## src/rtl/supv_pkg.sv

```systemverilog
package supv_pkg;

    typedef enum logic [1:0] {
        WD_SEL_T0 = 2'd0,
        WD_SEL_T1 = 2'd1,
        WD_SEL_T2 = 2'd2,
        WD_SEL_T3 = 2'd3
    } wd_sel_e;

    function automatic int max2(input int a, input int b);
        return (a > b) ? a : b;
    endfunction

endpackage

```

## src/rtl/supv_cs_sync.sv

```systemverilog
module supv_cs_sync #(
    parameter int SYNC_STAGES = 2
) (
    input  logic clk,
    input  logic rst_n,
    input  logic cs_n,
    output logic cs_fall
);
    localparam int PIPE_W = SYNC_STAGES + 1;

    typedef struct packed {
        logic [PIPE_W-1:0] pipe;
    } sync_st_t;

    sync_st_t st_d, st_q;

    always_comb begin
        st_d      = st_q;
        st_d.pipe = {st_q.pipe[PIPE_W-2:0], cs_n};
    end

    always_ff @(posedge clk or negedge rst_n) begin
        if (!rst_n) st_q <= '{pipe: '1};
        else        st_q <= st_d;
    end

    // previous synchronised level high, current synchronised level low
    assign cs_fall = st_q.pipe[PIPE_W-1] & ~st_q.pipe[PIPE_W-2];


    fall_single_chk: assert property (@(posedge clk) disable iff (!rst_n)
        cs_fall |=> !cs_fall);

endmodule

```

## src/rtl/supv_wd_timer.sv

```systemverilog
module supv_wd_timer #(
    parameter int WD_T0 = 150,
    parameter int WD_T1 = 600,
    parameter int WD_T2 = 1400,
    parameter int WD_T3 = 4000
) (
    input  logic       clk,
    input  logic       rst_n,
    input  logic       tick,
    input  logic       wd_en,
    input  logic [1:0] wd_sel,
    input  logic       service,
    input  logic       hold,
    output logic       trip
);
    import supv_pkg::*;

    localparam int WD_MAX = max2(max2(WD_T0, WD_T1), max2(WD_T2, WD_T3));
    localparam int WD_W   = $clog2(WD_MAX + 1);
    localparam logic [WD_W-1:0] ONE = WD_W'(1);

    typedef struct packed {
        logic [WD_W-1:0] cnt;
    } wd_st_t;

    wd_st_t          st_d, st_q;
    logic [WD_W-1:0] limit;
    logic            clear;

    always_comb begin
        unique case (wd_sel_e'(wd_sel))
            WD_SEL_T0: limit = WD_W'(WD_T0);
            WD_SEL_T1: limit = WD_W'(WD_T1);
            WD_SEL_T2: limit = WD_W'(WD_T2);
            default:   limit = WD_W'(WD_T3);
        endcase
    end

    always_comb begin
        st_d  = st_q;
        clear = !wd_en || service || hold;
        trip  = !clear && tick && (st_q.cnt >= limit - ONE);
        if (clear)     st_d.cnt = '0;
        else if (trip) st_d.cnt = '0;
        else if (tick) st_d.cnt = st_q.cnt + ONE;
    end

    always_ff @(posedge clk or negedge rst_n) begin
        if (!rst_n) st_q <= '{cnt: '0};
        else        st_q <= st_d;
    end


    cnt_bound_chk: assert property (@(posedge clk) disable iff (!rst_n)
        st_q.cnt < WD_W'(WD_MAX));


    service_clear_chk: assert property (@(posedge clk) disable iff (!rst_n)
        service |=> st_q.cnt == '0);


    disabled_idle_chk: assert property (@(posedge clk) disable iff (!rst_n)
        !wd_en |=> (st_q.cnt == '0 && !trip));


    hold_idle_chk: assert property (@(posedge clk) disable iff (!rst_n)
        hold |-> !trip);

endmodule

```

## src/rtl/supv_hold_timer.sv

```systemverilog
module supv_hold_timer #(
    parameter int HOLD_TICKS = 200
) (
    input  logic clk,
    input  logic rst_n,
    input  logic tick,
    input  logic supply_ok,
    input  logic trip,
    output logic active
);
    localparam int HOLD_W = $clog2(HOLD_TICKS + 1);
    localparam logic [HOLD_W-1:0] LAST = HOLD_W'(HOLD_TICKS - 1);

    typedef struct packed {
        logic              active;
        logic [HOLD_W-1:0] cnt;
    } hold_st_t;

    hold_st_t st_d, st_q;

    always_comb begin
        st_d = st_q;
        if (!supply_ok || trip) begin
            st_d.active = 1'b1;
            st_d.cnt    = '0;
        end else if (st_q.active && tick) begin
            if (st_q.cnt == LAST) begin
                st_d.active = 1'b0;
                st_d.cnt    = '0;
            end else begin
                st_d.cnt = st_q.cnt + HOLD_W'(1);
            end
        end
    end

    always_ff @(posedge clk or negedge rst_n) begin
        if (!rst_n) st_q <= '{active: 1'b1, cnt: '0};
        else        st_q <= st_d;
    end

    assign active = st_q.active;


    low_supply_chk: assert property (@(posedge clk) disable iff (!rst_n)
        !supply_ok |=> active);


    release_on_tick_chk: assert property (@(posedge clk) disable iff (!rst_n)
        $fell(active) |-> ($past(tick) && $past(supply_ok) && !$past(trip)));


    dip_restart_chk: assert property (@(posedge clk) disable iff (!rst_n)
        !supply_ok |=> st_q.cnt == '0);


    trip_assert_chk: assert property (@(posedge clk) disable iff (!rst_n)
        trip |=> (active && st_q.cnt == '0));

endmodule

```

## src/rtl/supv_reset_gen.sv

```systemverilog
module supv_reset_gen #(
    parameter int HOLD_TICKS  = 200,
    parameter int WD_T0       = 150,
    parameter int WD_T1       = 600,
    parameter int WD_T2       = 1400,
    parameter int WD_T3       = 4000,
    parameter int SYNC_STAGES = 2
) (
    input  logic       clk,
    input  logic       rst_n,
    input  logic       tick,
    input  logic       supply_ok,
    input  logic       cs_n,
    input  logic       wd_en,
    input  logic [1:0] wd_sel,
    output logic       rst_out_n,
    output logic       rst_out
);
    logic cs_fall;
    logic wd_trip;
    logic hold_active;

    supv_cs_sync #(
        .SYNC_STAGES(SYNC_STAGES)
    ) u_sync (
        .clk    (clk),
        .rst_n  (rst_n),
        .cs_n   (cs_n),
        .cs_fall(cs_fall)
    );

    supv_wd_timer #(
        .WD_T0(WD_T0),
        .WD_T1(WD_T1),
        .WD_T2(WD_T2),
        .WD_T3(WD_T3)
    ) u_wd (
        .clk    (clk),
        .rst_n  (rst_n),
        .tick   (tick),
        .wd_en  (wd_en),
        .wd_sel (wd_sel),
        .service(cs_fall),
        .hold   (hold_active),
        .trip   (wd_trip)
    );

    supv_hold_timer #(
        .HOLD_TICKS(HOLD_TICKS)
    ) u_hold (
        .clk      (clk),
        .rst_n    (rst_n),
        .tick     (tick),
        .supply_ok(supply_ok),
        .trip     (wd_trip),
        .active   (hold_active)
    );

    assign rst_out   = hold_active;
    assign rst_out_n = ~hold_active;


    rise_cause_chk: assert property (@(posedge clk) disable iff (!rst_n)
        $rose(rst_out) |-> ($past(!supply_ok) || $past(wd_trip)));


    wd_off_chk: assert property (@(posedge clk) disable iff (!rst_n)
        (!wd_en && supply_ok && !rst_out) |=> !rst_out);

endmodule

```

## config.mk

```make
export PLATFORM = sky130hd
export DESIGN_NAME = supv_reset_gen
export DESIGN_NICKNAME = d
export VERILOG_FILES = /design/src/rtl/supv_pkg.sv /design/src/rtl/supv_cs_sync.sv /design/src/rtl/supv_wd_timer.sv /design/src/rtl/supv_hold_timer.sv /design/src/rtl/supv_reset_gen.sv
export SDC_FILE = /design/constraint.sdc
export NUM_CORES = 1
export LEC_CHECK = 0
export BUFFER_PORTS_ARGS = -buffer_cell sky130_fd_sc_hd__clkbuf_2
export CAP_MARGIN = 20
export CORE_MARGIN = 2
export CORE_UTILIZATION = 50
export DETAILED_ROUTE_END_ITERATION = 6
export PLACE_DENSITY = 0.77
export SLEW_MARGIN = 25
export SYNTH_ARGS = -nofsm -noshare
export SYNTH_HDL_FRONTEND = slang
export SYNTH_SLANG_ARGS = --single-unit
export TNS_END_PERCENT = 30
```

## constraint.sdc

```tcl
create_clock -name clk -period 3.3 [get_ports clk]
set_input_delay 0.33 -clock clk [delete_from_list [all_inputs] [get_ports clk]]
set_output_delay 0.33 -clock clk [all_outputs]
set_load 0.02 [all_outputs]
```

==> results.sh, run 1 <==
export IMPL_outcome="completed"
export IMPL_n_antenna_cell=0
export IMPL_power_density_nw_per_um2=284.4
export IMPL_grt_antenna_before_repair=0
export IMPL_crit_path_max_fanout=17
export IMPL_grt_pass1_vias=1244
export IMPL_initial_core_util_pct=52.02
export IMPL_slew_headroom_pct=54.40
export IMPL_reg2reg_slack_ns=1.12
export IMPL_slowest_delay_ns=0.52
export IMPL_cp_slowest_cell="a21oi_2"
export IMPL_fin_nets=203
export IMPL_final_util_pct=55.00
export IMPL_power_leakage_nw=0.7293
export IMPL_path_clk_slew_ns=0.11
export IMPL_rr_startpoint="u_wd.st_q[9]"
export IMPL_setup_tns_ns=0
export IMPL_worst_pin_slew_ns=0.6840
export IMPL_synth_compound_area_share_pct=16.44
export IMPL_rsz0062_at_grt="no"
export IMPL_drtIter0Drc=48
export IMPL_synth_seq_area_share_pct=38.44
export IMPL_setup_violations_final=0
export IMPL_postCtsHoldBufs=1
export IMPL_post_cts_buffers=0
export IMPL_synth_area_leaders="dfrtp_1 (32%), ha_1 (14%), dfstp_2 (6.7%)"
export IMPL_grt_pass1_wl_mm=5.340
export IMPL_worstSetupStartpoint="u_wd.st_q[9]"
export IMPL_synth_nets=194
export IMPL_synth_mux_area_share_pct=0
export IMPL_criticalPathCategory="flip-flop to flip-flop"
export IMPL_drive_above_1_share_pct=12.99
export IMPL_vias_per_cell=5.937
export IMPL_clockBufferDepth=2
export IMPL_worstSetupStartpointType="flip-flop"
export IMPL_cap_violations=0
export IMPL_synth_edf_count=0
export IMPL_syn_to_final_growth_pct=5.719
export IMPL_crit_chain="ha_1 -> a211oi_2 -> o221ai_2 -> a21oi_2 -> nand2_1 -> o21ai_0"
export IMPL_vias=1312
export IMPL_layout_commonest_cell="dfrtp_1"
export IMPL_synth_simple_gate_area_share_pct=22.64
export IMPL_cts_root_buf="clkbuf_4"
export IMPL_cts_tree="yes"
export IMPL_rr_worst_depth=6
export IMPL_cts_sinks=24
export IMPL_yosys_area_share_xor_xnor_pct=3.892
export IMPL_ios=10
export IMPL_fin_crit_sh_pct=66.07
export IMPL_port_buffers=9
export IMPL_fillers=272
export IMPL_worstPathArrival_ns=2.40
export IMPL_gp_congestion=0.8385
export IMPL_synth_fa_ha_area_share_pct=13.50
export IMPL_ant_nets=0
export IMPL_post_cts_resized_instances=0
export IMPL_mostFrequentLayoutCells="dfrtp_1 (20), nand2_1 (17), ha_1 (17)"
export IMPL_cp_num_buf_inv=0
export IMPL_avgRoutedWirePerCell_um=13.68
export IMPL_finalHoldViolations=0
export IMPL_cts_buffers=3
export IMPL_path_depth=6
export IMPL_dieArea_um2=3616
export IMPL_ir_drop_v=0.0002357
export IMPL_period_minus_slack_ns=2.180
export IMPL_dp_hpwl_mm=2.269
export IMPL_clock_latency_ns=0.31
export IMPL_synth_area_um2=1575
export IMPL_endpoint="u_wd.st_q[9]"
export IMPL_ys_ff_latch=24
export IMPL_die_h_um=60.13
export IMPL_synth_warnings=0
export IMPL_die_x_um=60.13
export IMPL_synth_top_family_by_area="simple AND/OR/NAND/NOR gates"
export IMPL_path_delay_family="compound AO/OA/AOI/OAI gates"
export IMPL_grt_max_degree=25
export IMPL_drtPass1Iterations=5
export IMPL_core_area_um2=3028
export IMPL_r2r_end="u_wd.st_q[9]"
export IMPL_rows=20
export IMPL_drc=0
export IMPL_crit_required_ns=3.52
export IMPL_hold_class="primary input to flip-flop"
export IMPL_regArea_um2=605.6
export IMPL_htreeDepth=1
export IMPL_grt_usage_pct=19.75
export IMPL_endpoint_kind="flip-flop"
export IMPL_yosys_area_top_type="dfrtp_1"
export IMPL_overflow=0
export IMPL_synthDominantCellAreaShare_pct=31.77
export IMPL_finalMaxSlewViolations=0
export IMPL_ys_flop_type="dfrtp_1"
export IMPL_ys_async_sr_fraction_pct=100.0
export IMPL_fin_worst_skew_ns=0.01656
export IMPL_fmax_mhz=458.7
export IMPL_routed_wl_mm=3.023
export IMPL_avgSynthCellArea_um2=9.321
export IMPL_ys_types=37
export IMPL_syn_inst=169
export IMPL_multiInputGateArea_um2=889.6
[cells in the mapped netlist (3+ instances only)]
cell / count
nand3b_1: 7
a21oi_1: 8
o21ai_0: 8
nand4_1: 4
dfrtp_1: 20
and3_1: 6
nor3_1: 3
dfstp_2: 4
nand3_1: 9
a31oi_1: 13
inv_1: 9
xor2_1: 5
ha_1: 17
nand2b_1: 3
nor2_1: 11
nand2_1: 17
[final cells by class]
type                            count  share of cell area (%)
Sequential cell                    24                   36.36
Clock buffer                        4                   1.578
Tap cell                           44                   3.306
Timing Repair Buffer               10                   3.306
Multi-Input combinational cell    130                   53.42
Inverter                            9                   2.029
[routing by layer]
metal	track usage (%)	part of all wire, %
met1	25.03	45
met2	32.14	49
met3	2.597	4.0
met4	11.11	2.1
met5	0	0
[worst min path at each step]
stage	start	cells past startpoint	end
2_1_floorplan	rst_n	0	u_hold.st_q[0]
3_3_place_gp	rst_n	1	u_hold.st_q[4]
3_5_place_dp	rst_n	1	u_hold.st_q[5]
4_1_cts	cs_n	1	u_sync.st_q[0]
5_1_grt	cs_n	1	u_sync.st_q[0]
6_report	cs_n	1	u_sync.st_q[0]
[per-stage QoR]
stage / instances / worst slack (ns) / area (um^2) / hold WS (ns) / power (mW)
after floorplan: 169 / 1.333 / 1575 / 0.03441 / 0.3325
after global placement: 216 / 0.9166 / 1629 / 0.3468 / 0.3463
after detailed placement: 216 / 0.8017 / 1629 / 0.3501 / 0.3503
after CTS: 221 / 1.125 / 1665 / 0.09097 / 0.4813
after global routing: 221 / 0.9032 / 1665 / 0.06835 / 0.5007
final: 221 / 1.120 / 1665 / 0.1004 / 0.4736
[logic make-up after synthesis]
| group | Yosys count |
|---|---|
| flip-flops | 24 |
| XOR/XNOR | 7 |
| buffers and inverters | 15 |
| AND/OR/NAND/NOR | 67 |
| adder cells (fa/ha/maj) | 17 |
| AO/OA/AOI/OAI | 39 |
[flip-flops by register name, summed over array words and instances (netlist names)]
name / flops
u_hold.active: 1
u_hold.st_q: 8
u_sync.st_q: 3
u_wd.st_q: 12
[power by group]
part	switching, mW	total (mW)	internal, mW
logic	0.0254	0.0410	0.0155
clock network	0.0817	0.129	0.0471
registers	0.00345	0.304	0.300
Power figures use the tool's default switching activity.
==> run 2: changes to the inputs <==
ABC_AREA = 1   (was unset)
PLACE_DENSITY = 0.79   (was 0.77)
clock period = 1.9 ns   (was 3.3 ns; I/O delays follow)
==> results.sh, run 2 <==
export IMPL_outcome="completed"
export IMPL_period_minus_slack_ns=1.749
export IMPL_die_h_um=61.24
export IMPL_clock_latency_ns=0.31
export IMPL_hold_path_end="u_hold.active"
export IMPL_drc=0
export IMPL_vias_per_cell=4.825
export IMPL_synth_edf_count=0
export IMPL_hold_class="primary input to flip-flop"
export IMPL_grt_max_degree=25
export IMPL_fin_worst_skew_ns=0.007536
export IMPL_layout_commonest_cell="nand2_1"
export IMPL_power_leakage_nw=0.9845
export IMPL_vias=1322
export IMPL_fin_nets=256
export IMPL_synth_nets=233
export IMPL_grt_antenna_before_repair=0
export IMPL_cts_root_buf="clkbuf_4"
export IMPL_finalMaxSlewViolations=0
export IMPL_synth_area_um2=1638
export IMPL_crit_path_max_fanout=6
export IMPL_ys_top_cells_by_count="nand2_1 (56), inv_1 (36), dfrtp_1 (20), ha_1 (17), nor2_1 (15)"
export IMPL_setup_slack_ns=0.1515
export IMPL_rsz0062_at_grt="no"
export IMPL_rr_startpoint="u_wd.st_q[11]"
export IMPL_reg_top3="u_wd.st_q x12, u_hold.st_q x8, u_sync.st_q x3"
export IMPL_slowest_delay_ns=0.43
export IMPL_criticalPathCategory="flip-flop to flip-flop"
export IMPL_r2r_end="u_hold.st_q[0]"
export IMPL_clockBufferDepth=2
export IMPL_cap_violations=0
export IMPL_core_area_um2=3078
export IMPL_place_ws_ns=-0.05029
export IMPL_n_antenna_cell=0
export IMPL_cts_sinks=24
export IMPL_instances_no_fill=274
export IMPL_p_int_uw=678.0
export IMPL_routed_wl_mm=2.992
export IMPL_power_frac_clock_pct=29.4
export IMPL_drtIter0Drc=51
export IMPL_port_buffers=9
export IMPL_finalHoldViolations=0
export IMPL_synth_most_common_cell="nand2_1"
export IMPL_slew_headroom_pct=62.07
export IMPL_setup_violations_final=0
export IMPL_power_frac_comb_pct=11.5
export IMPL_worstPathArrival_ns=2.00
export IMPL_fmax_mhz=571.9
export IMPL_avgRoutedWirePerCell_um=10.92
export IMPL_synth_area_leaders="dfrtp_1 (31%), ha_1 (13%), nand2_1 (13%)"
export IMPL_ir_drop_v=0.0003890
export IMPL_ys_flop_type="dfrtp_1"
export IMPL_hold_depth=3
export IMPL_power_density_nw_per_um2=480.6
export IMPL_syn_to_final_growth_pct=14.06
export IMPL_ys_types=26
export IMPL_ant_nets=0
export IMPL_netSwitchingPower_uw=219.7
export IMPL_yosys_area_top_type="dfrtp_1"
export IMPL_die_x_um=61.24
export IMPL_crit_required_ns=2.15
export IMPL_rr_worst_depth=9
export IMPL_endpoint_kind="flip-flop"
export IMPL_dieArea_um2=3750
export IMPL_synth_seq_area_share_pct=36.97
export IMPL_regMostFlops="u_wd.st_q"
export IMPL_htreeDepth=1
export IMPL_initial_core_util_pct=53.21
export IMPL_path_clk_slew_ns=0.13
export IMPL_avgSynthCellArea_um2=7.874
export IMPL_finalPower_uw=897.7
export IMPL_mostFrequentLayoutCells="nand2_1 (55), inv_1 (36), dfrtp_1 (18)"
export IMPL_crit_chain="ha_1 -> a21o_1 -> nor2_1 -> nand3_2 -> nand2_2 -> nand2_2 -> nor2_4 -> nand2_1 -> nand2_1"
export IMPL_ios=10
export IMPL_final_util_pct=60.69
export IMPL_ys_ff_latch=24
export IMPL_largest_register_ffs=12
export IMPL_synth_warnings=0
export IMPL_grt_usage_pct=17.63
export IMPL_drive_above_1_share_pct=18.70
export IMPL_seqPwrFrac_pct=59.1
export IMPL_grt_pass1_vias=1181
export IMPL_hold_path_startpoint="supply_ok"
export IMPL_drtPass1Iterations=4
export IMPL_worstSetupStartpointType="flip-flop"
export IMPL_cp_slowest_cell="dfrtp_1"
export IMPL_overflow=0
export IMPL_switching_share_pct=24.47
export IMPL_fin_crit_sh_pct=92.03
export IMPL_ys_async_sr_fraction_pct=100.0
export IMPL_rows=20
export IMPL_reg2reg_slack_ns=0.15
export IMPL_worst_pin_slew_ns=0.5690
export IMPL_dp_cells=263
export IMPL_dp_hpwl_mm=2.212
export IMPL_cts_tree="yes"
export IMPL_syn_inst=208
export IMPL_gp_congestion=0.8107
export IMPL_cts_buffers=3
export IMPL_grt_pass1_wl_mm=4.995
export IMPL_synthDominantCellAreaShare_pct=30.56
run 2: cell count changes after synthesis, moves of 4 or more:
| cell | delta |
|---|---|
| and3_1 | -6 |
| nand2_1 | +39 |
| inv_1 | +27 |
| o21ai_0 | -6 |
| a31oi_1 | -12 |
| a21oi_1 | -4 |
| nand4_1 | -4 |
| nand3_1 | +5 |
| nor2_1 | +4 |
| o22ai_1 | +7 |
| xor2_1 | +5 |
| nand3b_1 | -7 |
run 2: cell type report:
type                       count  area (um^2)
fill                         267         1210
multi-input combinational    146        904.6
sequential                    24        608.1
inverter                      37        138.9
timing repair buffer          19        125.1
tap                           44        55.05
clock buffer                   4        36.28
run 2: cell families (layout without fill, tap and decap cells):
| logic type | count (synthesis) | after routing | share of synthesized area (%) |
|---|---|---|---|
| AOI/OAI and AO/OA | 23 | 23 | 9.473 |
| xor gates and xnor gates | 12 | 12 | 6.417 |
| adders and majority gates | 17 | 17 | 12.99 |
| buffers and inverters | 38 | 60 | 9.167 |
| DFF | 24 | 24 | 36.97 |
| and+or+nand+nor | 94 | 94 | 24.98 |
run 2: power by group through the flow:
| stage | sequential (mW) | combinational, mW | clock [mW] |
|---|---|---|---|
| 2_1_floorplan | 0.540 | 0.0574 | 0 |
| 3_5_place_dp | 0.540 | 0.0979 | 0 |
| 6_report | 0.530 | 0.103 | 0.264 |
| 3_3_place_gp | 0.540 | 0.0954 | 0 |
| 5_1_grt | 0.532 | 0.120 | 0.289 |
| 4_1_cts | 0.530 | 0.102 | 0.271 |
run 2: per-stage QoR:
| step | setup TNS [ns] | hold slack (ns) | cell area [um^2] |
|---|---|---|---|
| 2_1_floorplan | 0 | -0.1056 | 1638 |
| 3_3_place_gp | 0 | 0.2180 | 1749 |
| 3_5_place_dp | -0.3729 | 0.2143 | 1749 |
| 4_1_cts | 0 | 0.1354 | 1805 |
| 5_1_grt | 0 | 0.1660 | 1868 |
| 6_report | 0 | 0.1439 | 1868 |
run 2: worst max-delay path by stage:
| stage | from | end | slack (ns) |
|---|---|---|---|
| 3_5_place_dp | wd_sel[1] | u_hold.st_q[3] | -0.05 |
| 3_3_place_gp | wd_sel[0] | u_hold.st_q[3] | 0.004 |
| 2_1_floorplan | wd_sel[1] | u_hold.st_q[0] | 0.28 |
| 6_report | u_wd.st_q[11] | u_hold.st_q[0] | 0.15 |
| 4_1_cts | u_wd.st_q[7] | u_hold.st_q[3] | 0.14 |
| 5_1_grt | u_wd.st_q[11] | u_hold.st_q[7] | 0.004 |
run 2: critical path, delay by kind of cell, from the launching register on:
kind                       cells  cell delay, ns
AOI/OAI and AO/OA              1            0.18
and+or+nand+nor                7            0.77
adders and majority gates      1            0.31
DFF                            1            0.43
run 2: layer usage:
metal  vias up  GRT usage (%)  wire (um)
li1        702              -          -
met5         -              0          0
met4         0          4.658         21
met2        28          28.88       1358
met3         2          1.261        123
met1       590          25.37       1488
run 2: timing repair:
action | in CTS | in global routing
hold buffers | 2 | 0
endpoints found under the hold margin | 21 | 0
buffers inserted | 0 | 5
endpoints found under the setup margin | 0 | 6
resized for setup | 0 | 5
